### config.mk
export PLATFORM = sky130hd
export DESIGN_NAME = wf_lane_init
export DESIGN_NICKNAME = d
export VERILOG_FILES = /design/src/rtl/wfi_pkg.sv /design/src/rtl/wfi_divider.sv /design/src/rtl/wfi_lane_counter.sv /design/src/rtl/wf_lane_init.sv
export SDC_FILE = /design/constraint.sdc
export NUM_CORES = 1
export LEC_CHECK = 0
export CAP_MARGIN = 0
export CORE_MARGIN = 4
export CORE_UTILIZATION = 40
export CTS_CLUSTER_DIAMETER = 60
export DETAILED_ROUTE_END_ITERATION = 10
export DONT_BUFFER_PORTS = 1
export HOLD_SLACK_MARGIN = 0.06
export PLACE_DENSITY_LB_ADDON = 0.2
export SETUP_SLACK_MARGIN = 0.1
export SLEW_MARGIN = 10
export SYNTH_ARGS = -nofsm -noshare
export SYNTH_HDL_FRONTEND = slang
export SYNTH_SLANG_ARGS = --single-unit
### constraint.sdc
create_clock -name clk_i -period 5.45 [get_ports clk_i]
set_input_delay 1.09 -clock clk_i [delete_from_list [all_inputs] [get_ports clk_i]]
set_output_delay 1.09 -clock clk_i [all_outputs]
set_load 0.05 [all_outputs]
### src/rtl/wfi_pkg.sv
package wfi_pkg;
  typedef enum logic [1:0] {
    ST_IDLE = 2'd0,
    ST_DIV1 = 2'd1,
    ST_DIV2 = 2'd2,
    ST_LANES = 2'd3
  } wfi_state_e;
endpackage

### src/rtl/wfi_divider.sv
module wfi_divider #(
  parameter int W = 16
) (
  input  logic         clk_i,
  input  logic         rst_ni,
  input  logic         go_i,
  input  logic [W-1:0] num_i,
  input  logic [W-1:0] den_i,
  output logic [W-1:0] quot_o,
  output logic [W-1:0] rem_o,
  output logic         done_o
);
  localparam int CNT_W = $clog2(W + 1);

  logic [W-1:0]     quot_q, rem_q, den_q;
  logic [CNT_W-1:0] cnt_q;
  logic             run_q, done_q;
  logic [W:0]       rem_sh, diff;

  assign rem_sh = {rem_q, quot_q[W-1]};
  assign diff   = rem_sh - {1'b0, den_q};

  always_ff @(posedge clk_i or negedge rst_ni) begin
    if (!rst_ni) begin
      quot_q <= '0;
      rem_q  <= '0;
      den_q  <= '0;
      cnt_q  <= '0;
      run_q  <= 1'b0;
      done_q <= 1'b0;
    end else if (go_i) begin
      quot_q <= num_i;
      den_q  <= den_i;
      rem_q  <= '0;
      cnt_q  <= CNT_W'(W);
      run_q  <= 1'b1;
      done_q <= 1'b0;
    end else if (run_q) begin
      rem_q  <= diff[W] ? rem_sh[W-1:0] : diff[W-1:0];
      quot_q <= {quot_q[W-2:0], ~diff[W]};
      cnt_q  <= cnt_q - 1'b1;
      if (cnt_q == CNT_W'(1)) begin
        run_q  <= 1'b0;
        done_q <= 1'b1;
      end
    end else begin
      done_q <= 1'b0;
    end
  end

  assign quot_o = quot_q;
  assign rem_o  = rem_q;
  assign done_o = done_q;

  AST_REM_BELOW_DEN: assert property (@(posedge clk_i) disable iff (!rst_ni)
    done_o && (den_q != '0) |-> rem_o < den_q);
endmodule

### src/rtl/wfi_lane_counter.sv
module wfi_lane_counter #(
  parameter int W = 16
) (
  input  logic         clk_i,
  input  logic         rst_ni,
  input  logic         load_i,
  input  logic         step_i,
  input  logic [W-1:0] x0_i,
  input  logic [W-1:0] y0_i,
  input  logic [W-1:0] z0_i,
  input  logic [W:0]   lin0_i,
  input  logic [W-1:0] sx_i,
  input  logic [W-1:0] sy_i,
  output logic [W-1:0] x_o,
  output logic [W-1:0] y_o,
  output logic [W-1:0] z_o,
  output logic [W:0]   lin_o
);
  logic [W-1:0] x_q, y_q, z_q;
  logic [W:0]   lin_q;
  logic         x_wrap, y_wrap;

  assign x_wrap = (x_q == sx_i - 1'b1);
  assign y_wrap = (y_q == sy_i - 1'b1);

  // nested wrap-around counters replace per-lane division
  always_ff @(posedge clk_i or negedge rst_ni) begin
    if (!rst_ni) begin
      x_q   <= '0;
      y_q   <= '0;
      z_q   <= '0;
      lin_q <= '0;
    end else if (load_i) begin
      x_q   <= x0_i;
      y_q   <= y0_i;
      z_q   <= z0_i;
      lin_q <= lin0_i;
    end else if (step_i) begin
      lin_q <= lin_q + 1'b1;
      if (x_wrap) begin
        x_q <= '0;
        if (y_wrap) begin
          y_q <= '0;
          z_q <= z_q + 1'b1;
        end else begin
          y_q <= y_q + 1'b1;
        end
      end else begin
        x_q <= x_q + 1'b1;
      end
    end
  end

  assign x_o   = x_q;
  assign y_o   = y_q;
  assign z_o   = z_q;
  assign lin_o = lin_q;

  AST_X_IN_RANGE: assert property (@(posedge clk_i) disable iff (!rst_ni)
    step_i |-> x_o < sx_i);
  AST_Y_IN_RANGE: assert property (@(posedge clk_i) disable iff (!rst_ni)
    step_i |-> y_o < sy_i);
endmodule

### src/rtl/wf_lane_init.sv
module wf_lane_init
  import wfi_pkg::*;
#(
  parameter int WF_SIZE = 64,
  parameter int LIN_W   = 16,
  parameter int SZ_W    = 16,
  parameter int ADDR_W  = 32,
  localparam int LOG_WF = $clog2(WF_SIZE),
  localparam int WAVE_W = LIN_W - LOG_WF,
  localparam int SLOT_W = LIN_W - LOG_WF + 1
) (
  input  logic              clk_i,
  input  logic              rst_ni,
  input  logic              start_i,
  input  logic [WAVE_W-1:0] wave_idx_i,
  input  logic [LIN_W-1:0]  dim_x_i,
  input  logic [LIN_W-1:0]  dim_y_i,
  input  logic [LIN_W-1:0]  total_i,
  input  logic [LIN_W-1:0]  grid_x_i,
  input  logic [LIN_W-1:0]  grid_y_i,
  input  logic [LIN_W-1:0]  wg_id_i,
  input  logic [SZ_W-1:0]   priv_item_i,
  input  logic [SZ_W-1:0]   spill_item_i,
  input  logic              alloc_load_i,
  input  logic [ADDR_W-1:0] priv_start_i,
  input  logic [ADDR_W-1:0] spill_start_i,
  output logic              busy_o,
  output logic [ADDR_W-1:0] priv_base_o,
  output logic [ADDR_W-1:0] spill_base_o,
  output logic [SLOT_W-1:0] bar_slots_o,
  output logic [LIN_W-1:0]  wg_x_o,
  output logic [LIN_W-1:0]  wg_y_o,
  output logic [LIN_W-1:0]  wg_z_o,
  output logic              lane_valid_o,
  output logic [LOG_WF-1:0] lane_o,
  output logic              lane_active_o,
  output logic [LIN_W-1:0]  id_x_o,
  output logic [LIN_W-1:0]  id_y_o,
  output logic [LIN_W-1:0]  id_z_o,
  output logic [LIN_W-1:0]  flat_id_o,
  output logic              done_o
);
  localparam int NDIV = 2;  // 0: lane chain, 1: workgroup chain

  wfi_state_e        state_q;
  logic [WAVE_W-1:0] wave_q;
  logic [LIN_W-1:0]  sx_q, sy_q, total_q, nx_q, ny_q, g_q;
  logic [LIN_W-1:0]  x0_q, lq_q, gq_q;
  logic [LIN_W-1:0]  wgx_q, wgy_q, wgz_q;
  logic [SLOT_W-1:0] slots_q;
  logic [ADDR_W-1:0] priv_ptr_q, spill_ptr_q, priv_base_q, spill_base_q;
  logic [LOG_WF-1:0] lane_q;
  logic              go_q, accept, div_done, cnt_load, last_lane;
  logic [LIN_W-1:0]  lin0;
  logic [LIN_W-1:0]  cx, cy, cz;
  logic [LIN_W:0]    clin;

  logic [LIN_W-1:0]  d_num  [NDIV];
  logic [LIN_W-1:0]  d_den  [NDIV];
  logic [LIN_W-1:0]  d_quot [NDIV];
  logic [LIN_W-1:0]  d_rem  [NDIV];
  logic [NDIV-1:0]   d_done;

  assign accept    = (state_q == ST_IDLE) && start_i;
  assign lin0      = {wave_q, {LOG_WF{1'b0}}};
  assign div_done  = d_done[0];
  assign last_lane = (lane_q == LOG_WF'(WF_SIZE - 1));
  assign cnt_load  = (state_q == ST_DIV2) && div_done;

  // first pass splits by x extent, second by y extent
  assign d_num[0] = (state_q == ST_DIV1) ? lin0 : lq_q;
  assign d_den[0] = (state_q == ST_DIV1) ? sx_q : sy_q;
  assign d_num[1] = (state_q == ST_DIV1) ? g_q  : gq_q;
  assign d_den[1] = (state_q == ST_DIV1) ? nx_q : ny_q;

  for (genvar i = 0; i < NDIV; i++) begin : g_div
    wfi_divider #(.W(LIN_W)) u_div (
      .clk_i  (clk_i),
      .rst_ni (rst_ni),
      .go_i   (go_q),
      .num_i  (d_num[i]),
      .den_i  (d_den[i]),
      .quot_o (d_quot[i]),
      .rem_o  (d_rem[i]),
      .done_o (d_done[i])
    );
  end

  always_ff @(posedge clk_i or negedge rst_ni) begin
    if (!rst_ni) begin
      state_q <= ST_IDLE;
      wave_q  <= '0;
      sx_q    <= '0;
      sy_q    <= '0;
      total_q <= '0;
      nx_q    <= '0;
      ny_q    <= '0;
      g_q     <= '0;
      x0_q    <= '0;
      lq_q    <= '0;
      gq_q    <= '0;
      wgx_q   <= '0;
      wgy_q   <= '0;
      wgz_q   <= '0;
      slots_q <= '0;
      lane_q  <= '0;
      go_q    <= 1'b0;
    end else begin
      go_q <= 1'b0;
      unique case (state_q)
        ST_IDLE: if (start_i) begin
          wave_q  <= wave_idx_i;
          sx_q    <= dim_x_i;
          sy_q    <= dim_y_i;
          total_q <= total_i;
          nx_q    <= grid_x_i;
          ny_q    <= grid_y_i;
          g_q     <= wg_id_i;
          slots_q <= SLOT_W'(({1'b0, total_i} + (LIN_W + 1)'(WF_SIZE - 1)) >> LOG_WF);
          go_q    <= 1'b1;
          state_q <= ST_DIV1;
        end
        ST_DIV1: if (div_done) begin
          x0_q    <= d_rem[0];
          lq_q    <= d_quot[0];
          wgx_q   <= d_rem[1];
          gq_q    <= d_quot[1];
          go_q    <= 1'b1;
          state_q <= ST_DIV2;
        end
        ST_DIV2: if (div_done) begin
          wgy_q   <= d_rem[1];
          wgz_q   <= d_quot[1];
          lane_q  <= '0;
          state_q <= ST_LANES;
        end
        ST_LANES: begin
          lane_q <= lane_q + 1'b1;
          if (last_lane) state_q <= ST_IDLE;
        end
        default: state_q <= ST_IDLE;
      endcase
    end
  end

  // running allocators; reload wins over advance
  always_ff @(posedge clk_i or negedge rst_ni) begin
    if (!rst_ni) begin
      priv_ptr_q   <= '0;
      spill_ptr_q  <= '0;
      priv_base_q  <= '0;
      spill_base_q <= '0;
    end else begin
      if (accept) begin
        priv_base_q  <= priv_ptr_q;
        spill_base_q <= spill_ptr_q;
      end
      if (alloc_load_i) begin
        priv_ptr_q  <= priv_start_i;
        spill_ptr_q <= spill_start_i;
      end else if (accept) begin
        priv_ptr_q  <= priv_ptr_q  + (ADDR_W'(priv_item_i)  << LOG_WF);
        spill_ptr_q <= spill_ptr_q + (ADDR_W'(spill_item_i) << LOG_WF);
      end
    end
  end

  wfi_lane_counter #(.W(LIN_W)) u_cnt (
    .clk_i  (clk_i),
    .rst_ni (rst_ni),
    .load_i (cnt_load),
    .step_i (state_q == ST_LANES),
    .x0_i   (x0_q),
    .y0_i   (d_rem[0]),
    .z0_i   (d_quot[0]),
    .lin0_i ({1'b0, lin0}),
    .sx_i   (sx_q),
    .sy_i   (sy_q),
    .x_o    (cx),
    .y_o    (cy),
    .z_o    (cz),
    .lin_o  (clin)
  );

  assign busy_o        = (state_q != ST_IDLE);
  assign priv_base_o   = priv_base_q;
  assign spill_base_o  = spill_base_q;
  assign bar_slots_o   = slots_q;
  assign wg_x_o        = wgx_q;
  assign wg_y_o        = wgy_q;
  assign wg_z_o        = wgz_q;
  assign lane_valid_o  = (state_q == ST_LANES);
  assign lane_o        = lane_q;
  assign lane_active_o = clin < {1'b0, total_q};
  assign id_x_o        = cx;
  assign id_y_o        = cy;
  assign id_z_o        = cz;
  assign flat_id_o     = clin[LIN_W-1:0];
  assign done_o        = lane_valid_o && last_lane;

  AST_FLAT_CONSISTENT: assert property (@(posedge clk_i) disable iff (!rst_ni)
    lane_valid_o |-> (48'(id_z_o) * 48'(sx_q) * 48'(sy_q) + 48'(id_y_o) * 48'(sx_q)
                      + 48'(id_x_o)) == 48'(flat_id_o));
  AST_LANE_SEQ: assert property (@(posedge clk_i) disable iff (!rst_ni)
    lane_valid_o && !done_o |=> lane_valid_o && (lane_o == $past(lane_o) + 1'b1));
  AST_END_CLEAN: assert property (@(posedge clk_i) disable iff (!rst_ni)
    done_o |=> !lane_valid_o && !busy_o);
  AST_MASK_MONO: assert property (@(posedge clk_i) disable iff (!rst_ni)
    lane_valid_o && !lane_active_o && !done_o |=> !lane_active_o);
  AST_BUSY_HOLD: assert property (@(posedge clk_i) disable iff (!rst_ni)
    busy_o && start_i |=> $stable(priv_base_o) && $stable(spill_base_o));
endmodule

After elaboration in Yosys (flattened, before gate mapping)
Index checks and enable logic that the tools add are counted.
W data, S select, Z words.
{"block": "totals", "reg_bits": 524, "inputBits": 206}
{"block": "classes", "n_addsub": 14, "order_cmp": 1, "n_eq_ne": 13, "muxes": 54, "n_bitwise": 2, "reduce_logical": 19}
{"cell": "$mux W16", "n": 25}
{"cell": "$mux W32", "n": 4}
{"cell": "$add A32 B22 Y32", "n": 2}
{"cell": "$add A16 B1 Y16 const B", "n": 3}
{"cell": "$mux W17", "n": 2}
{"cell": "$sub A17 B16 Y17", "n": 2}
{"cell": "$eq A16 B16 Y1", "n": 2}
{"cell": "$sub A16 B1 Y16 const B", "n": 2}
{"cell": "$mux W5", "n": 4}
{"cell": "$add A16 B6 Y17 const B", "n": 1}
{"cell": "$add A17 B1 Y17 const B", "n": 1}
{"cell": "$lt A17 B16 Y1", "n": 1}
{"cell": "$reduce_bool A2 Y1", "n": 8}
{"cell": "$pmux W6 S2", "n": 1}
{"cell": "$mux W1", "n": 11}
{"cell": "$eq A5 B1 Y1 const B", "n": 2}
{"cell": "$reduce_and A2 Y1", "n": 5}
{"cell": "$sub A5 B1 Y5 const B", "n": 2}
{"cell": "$mux W2", "n": 4}
{"cell": "$pmux W2 S4", "n": 1}
{"cell": "$add A6 B1 Y6 const B", "n": 1}
{"cell": "$eq A6 B6 Y1 const B", "n": 1}
{"cell": "$mux W6", "n": 1}
{"cell": "$ne A2 B1 Y1 const B", "n": 3}
{"cell": "other kinds (10)", "n": 14}

Depth between registers and ports, before layout
{"block": "depth", "ltp_word": 6, "depth_mapped": 14, "ltp_nobuf": 12}

Cells and area by module
A second synthesis with hierarchy kept.
{"block": "unflattened", "cells_unflattened": 2978, "area_unflattened_um2": 28182.0}
{"module": "wf_lane_init", "n_inst": 1, "cells_each": 1633, "area_per_inst_um2": 16333.2}
{"module": "wfi_divider", "n_inst": 2, "cells_each": 349, "area_per_inst_um2": 3337.0}
{"module": "wfi_lane_counter", "n_inst": 1, "cells_each": 647, "area_per_inst_um2": 5175.0}

Least setup slack after synthesis
OpenSTA, ideal clock, no wires.
{"block": "synth_timing", "path_kind": "register -> register", "from": "register sx_q[0]", "to": "register u_cnt.z_q[9], in the netlist u_cnt.z_o[9]", "setup_time_ns": 0.082, "t_arrival_ns": 3.703, "t_required_ns": 5.368, "setup_slack_ns": 1.665, "path_stages_with_launch": 14, "path_buffers": 2, "synth_period_minus_slack_ns": 3.785, "path_cell_list": "dfrtp_1 > inv_1 > ha_1 > or4b_1 > buf_4 > xnor2_1 > or3_1 > a32oi_1 > nand4b_1 > or4_4 > buf_6 > or4_1 > or3_1 > a31oi_1"}
{"block": "synth_via", "elab_chain_cells": 4}
{"element": "start: declaration", "line": "wf_lane_init.sv:47", "source": "logic [LIN_W-1:0] sx_q, sy_q, total_q, nx_q, ny_q, g_q;"}
{"element": "start signal: assignment", "line": "wf_lane_init.sv:113", "source": "sx_q <= dim_x_i;"}
{"element": "$sub A16 B1 Y16", "line": "wfi_lane_counter.sv:23", "source": "assign x_wrap = (x_q == sx_i - 1'b1);"}
{"element": "$eq A16 B16 Y1", "line": "wfi_lane_counter.sv:23"}
{"element": "$reduce_bool A2 Y1 (no line)"}
{"element": "$reduce_and A3 Y1 (no line)"}
{"element": "end signal: assignment", "line": "wfi_lane_counter.sv:36", "source": "z_q <= z0_i;"}
{"element": "end signal: assignment", "line": "wfi_lane_counter.sv:44", "source": "z_q <= z_q + 1'b1;"}
{"element": "end: declaration", "line": "wfi_lane_counter.sv:19", "source": "logic [W-1:0] x_q, y_q, z_q;"}
No other way between the ends.
A chain may end at the register's enable or synchronous reset.

Worst setup path in the final report
{"block": "layout_timing", "from": "register u_cnt.lin_q[1], in the netlist u_cnt.lin_o[1]", "to": "output lane_active_o"}
{"block": "layout_via", "elab_chain_cells": 1}
{"element": "start: declaration", "line": "wfi_lane_counter.sv:20", "source": "logic [W:0] lin_q;"}
{"element": "start signal: assignment", "line": "wfi_lane_counter.sv:37", "source": "lin_q <= lin0_i;"}
{"element": "start signal: assignment", "line": "wfi_lane_counter.sv:39", "source": "lin_q <= lin_q + 1'b1;"}
{"element": "$lt A17 B16 Y1", "line": "wf_lane_init.sv:194", "source": "assign lane_active_o = clin < {1'b0, total_q};"}
{"element": "end: declaration", "line": "wf_lane_init.sv:36", "source": "output logic lane_active_o,"}
No other way between the ends.

==> results by group <==
Final layout
  – Share of layout cells above drive strength 1: 8.03%
  – Synthesis-to-layout area growth: 10.2%
  – Commonest cells after routing, fill and taps aside: nand2_1, dfrtp_1, nor2_1
  – Most common cell after layout, fill and taps aside: nand2_1
  – Final nets: 3238

Logic synthesis
  – Synth Flop Type: dfrtp_1
  – FF+latch count, synth: 524
  – Synth Cell Area: 27600 µm²
  – Yosys cell types: 78
  – Syn Inst Count: 3020
  – Fraction of registers with async set/reset: 100%
  – Register area share after synthesis: 47.5%
  – Net Count, Synth: 3324
  – Number of enable flip-flop cells after synthesis: 0
  – Syn_area_per_cell: 9.14 µm²
  – Ys Warns: 0

Status
  – Failing checks: max-slew violations
  – Status: complete, but fails checks

Global route
  – Pin count of the biggest net entering global routing: 525
  – First-pass GRT wire length: 125000 µm
  – GRT Overall Usage: 21.3%
  – GRT Residual Overflow: 0
  – Number of global-route vias before repair: 21500
  – Initial antenna violation count: 7

Critical path
  – Critical path class: reg -> out
  – R2R depth: 11
  – FF-to-FF End: u_cnt.y_o[2]
  – Worst setup SP type: flip-flop
  – Worst path arrival time: 3.28 ns
  – Crit Path Max Fanout: 5
  – Critical Path RT: 4.36 ns
  – Reg2reg start: sy_q[0]
  – Worst Setup End Kind: primary output
  – Reg2reg setup slack: 1.16 ns

Power and ir drop
  – Pwr Total: 8.75 mW
  – Leak: 13.8 nW
  – Logic gate share of total power: 3.4%
  – Sw Pwr: 1.97 mW
  – Clock Power Share: 51.2%
  – Switching Share: 22.5%
  – Pint: 6.78 mW
  – Sequential Power Share: 45.4%
  – Max IR drop VDD: 200 µV
  – Power density over the cells: 288 nW/µm²

Clock network
  – Clock transition at path regs: 0.06 ns
  – Worst-skew pair later-pin latency: 0.59 ns
  – Clk sink count: 524
  – CTS tree: built
  – Root Buffer: clkbuf_16
  – Postcts setup bufs: 0
  – Level count of the clock H-tree: 3
  – Post-CTS Hold Fix Bufs: 0
  – CTS resizes: 0
  – CTS Buf Count: 68
  – Clock buffer depth: 3

Timing
  – Pins Over Slew Limit: 206
  – Setup TNS: 0 ns
  – Final hold slack: 0.208 ns
  – Clock Skews: 0.0246 ns
  – Post-route clock period utilization: 80.2%
  – Relative slew slack: -32.3%
  – Max Freq: 229 MHz
  – Hold Vio Cnt, Final: 0
  – Setup violators final: 0
  – Tmin final: 4.37 ns
  – RSZ-0062 raised after global routing: false
  – Measured slew at the worst slew-check pin: 1.98 ns

Drt
  – Drt pass-1 iters: 5
  – Drt first-iter violations: 1569
  – Wirelength per Cell: 20.6 µm
  – Vias post-DR: 21200
  – Final wirelength: 79900 µm
  – ANT nets after route: 0
  – Vias/cell: 5.47
  – DRC: 0

Floorplan
  – DIE AREA: 73300 µm²
  – Initial Utilization: 40.3%
  – Core region area: 68500 µm²
  – Die W: 271 µm
  – IO Count: 403
  – Rows: 96
  – Die Ht: 271 µm

Placement
  – Port Buffers: 0
  – Placer Congestion: 0.913
  – Final HPWL DP: 56200 µm

Min path
  – Hold Path Class: in -> async

Run
  – Max Cap Viol: 0
[state kept, by name, summed over array words and instances (netlist names), 17 cells and up]
register,count
g_div.u_div.den_q,32
spill_ptr_q,32
priv_ptr_q,32
u_cnt.lin_o,17
g_div.u_div.quot_o,32
g_div.u_div.rem_o,32
spill_base_o,32
priv_base_o,32
[critical path, cell delays in order, from the launching register on]
cell and delay (ns):
dfrtp_1 0.73, ha_1 0.33, a21o_1 0.15, a21o_1 0.17, a21o_1 0.18, a21o_1 0.17
a21oi_1 0.15, o21ai_0 0.12, a31oi_1 0.20, o21a_1 0.50
[per-stage QoR]
stage / std cells / instance area, µm² / utilization (%) / worst slack (ns)
6_report: 3873 / 30400 / 44.4 / 1.08
2_1_floorplan: 3020 / 27600 / - / 1.66
3_5_place_dp: 3746 / 28100 / 41.1 / 1.21
3_3_place_gp: 3746 / 28100 / 41.1 / 1.20
5_1_grt: 3871 / 30400 / 44.4 / 0.925
4_1_cts: 3869 / 30400 / 44.4 / 1.02
[logic make-up after synthesis]
kind of cell             count (synthesis)  synth area share (%)
adder cells (fa/ha/maj)                 98                  4.55
buffers and inverters                  267                  4.09
AND/OR/NAND/NOR                       1257                  20.2
AO/OA/AOI/OAI                          547                  12.0
flip-flops                             524                  47.5
XOR/XNOR                               143                  4.54
multiplexers                           184                  7.05
[worst max path at each step]
stage	start	to	slack, ns	cells after the start
5_1_grt	sy_q[0]	u_cnt.y_o[2]	0.93	11
4_1_cts	u_cnt.lin_o[1]	lane_active_o	1.02	9
3_5_place_dp	sx_q[0]	u_cnt.z_o[9]	1.21	11
2_1_floorplan	sx_q[0]	u_cnt.z_o[9]	1.66	13
3_3_place_gp	sx_q[0]	u_cnt.z_o[12]	1.20	11
6_report	u_cnt.lin_o[1]	lane_active_o	1.08	9
[layer usage]
| metal | share of wire (%) | vias up | GRT usage, % |
|---|---|---|---|
| met3 | 8.1 | 139 | 7.64 |
| met5 | 0.051 | - | 0 |
| met1 | 40 | 10400 | 25.8 |
| met4 | 2.9 | 6 | 6.34 |
| met2 | 49 | 490 | 35.9 |
| li1 | - | 10100 | - |
[Yosys cell counts (5+ instances only)]
master    number  share of area (%)
o21ai_0      194                3.5
buf_1         26               0.35
nor3b_1        7               0.19
nor2b_1       44                1.0
o31a_1         6               0.19
or3_1         17               0.39
dfrtp_1      524                 48
mux2i_1      102                3.7
nor2_1       203                2.8
clkbuf_1     118                1.6
a21boi_0       6               0.16
nor4b_1        5               0.16
ha_1          94                4.3
xnor2_1       85                2.7
a21o_1        26               0.71
nand4_1       20               0.45
a31oi_1       36               0.82
buf_4         19               0.52
and2_1        13               0.29
a21oi_1      133                2.4
nand3b_1      20               0.54
nor4_1        16               0.36
nor3_1        43               0.78
nand2b_1      16               0.36
a211oi_1      65                1.8
nand2_1      726                9.9
o211ai_1       6               0.16
o31ai_1        5               0.14
mux2_2        82                3.3
and3_1        47                1.1
o21a_1        20               0.54
inv_1         92                1.3
nand3_1       48               0.87
or4_1          5               0.14
or2_2          6               0.14
a221o_1       10               0.36
xor2_1        58                1.8
[power groups by stage]
stage	registers (mW)	clock network [mW]	logic [mW]
after detailed placement	4.04	0	0.289
after global placement	4.04	0	0.284
after global routing	3.98	4.79	0.334
after CTS	3.97	4.61	0.293
after floorplan	4.03	0	0.247
final	3.98	4.48	0.294
[area by class of cell]
type | count | area (µm²)
clock buffer | 97 | 1950
tap | 882 | 1100
fill | 6622 | 38100
sequential | 524 | 13100
inverter | 93 | 349
clock inverter | 26 | 299
antenna | 4 | 10.0
timing repair buffer | 18 | 160
multi-input combinational | 2229 | 13400
No activity file was read; power rests on OpenSTA's default activity.
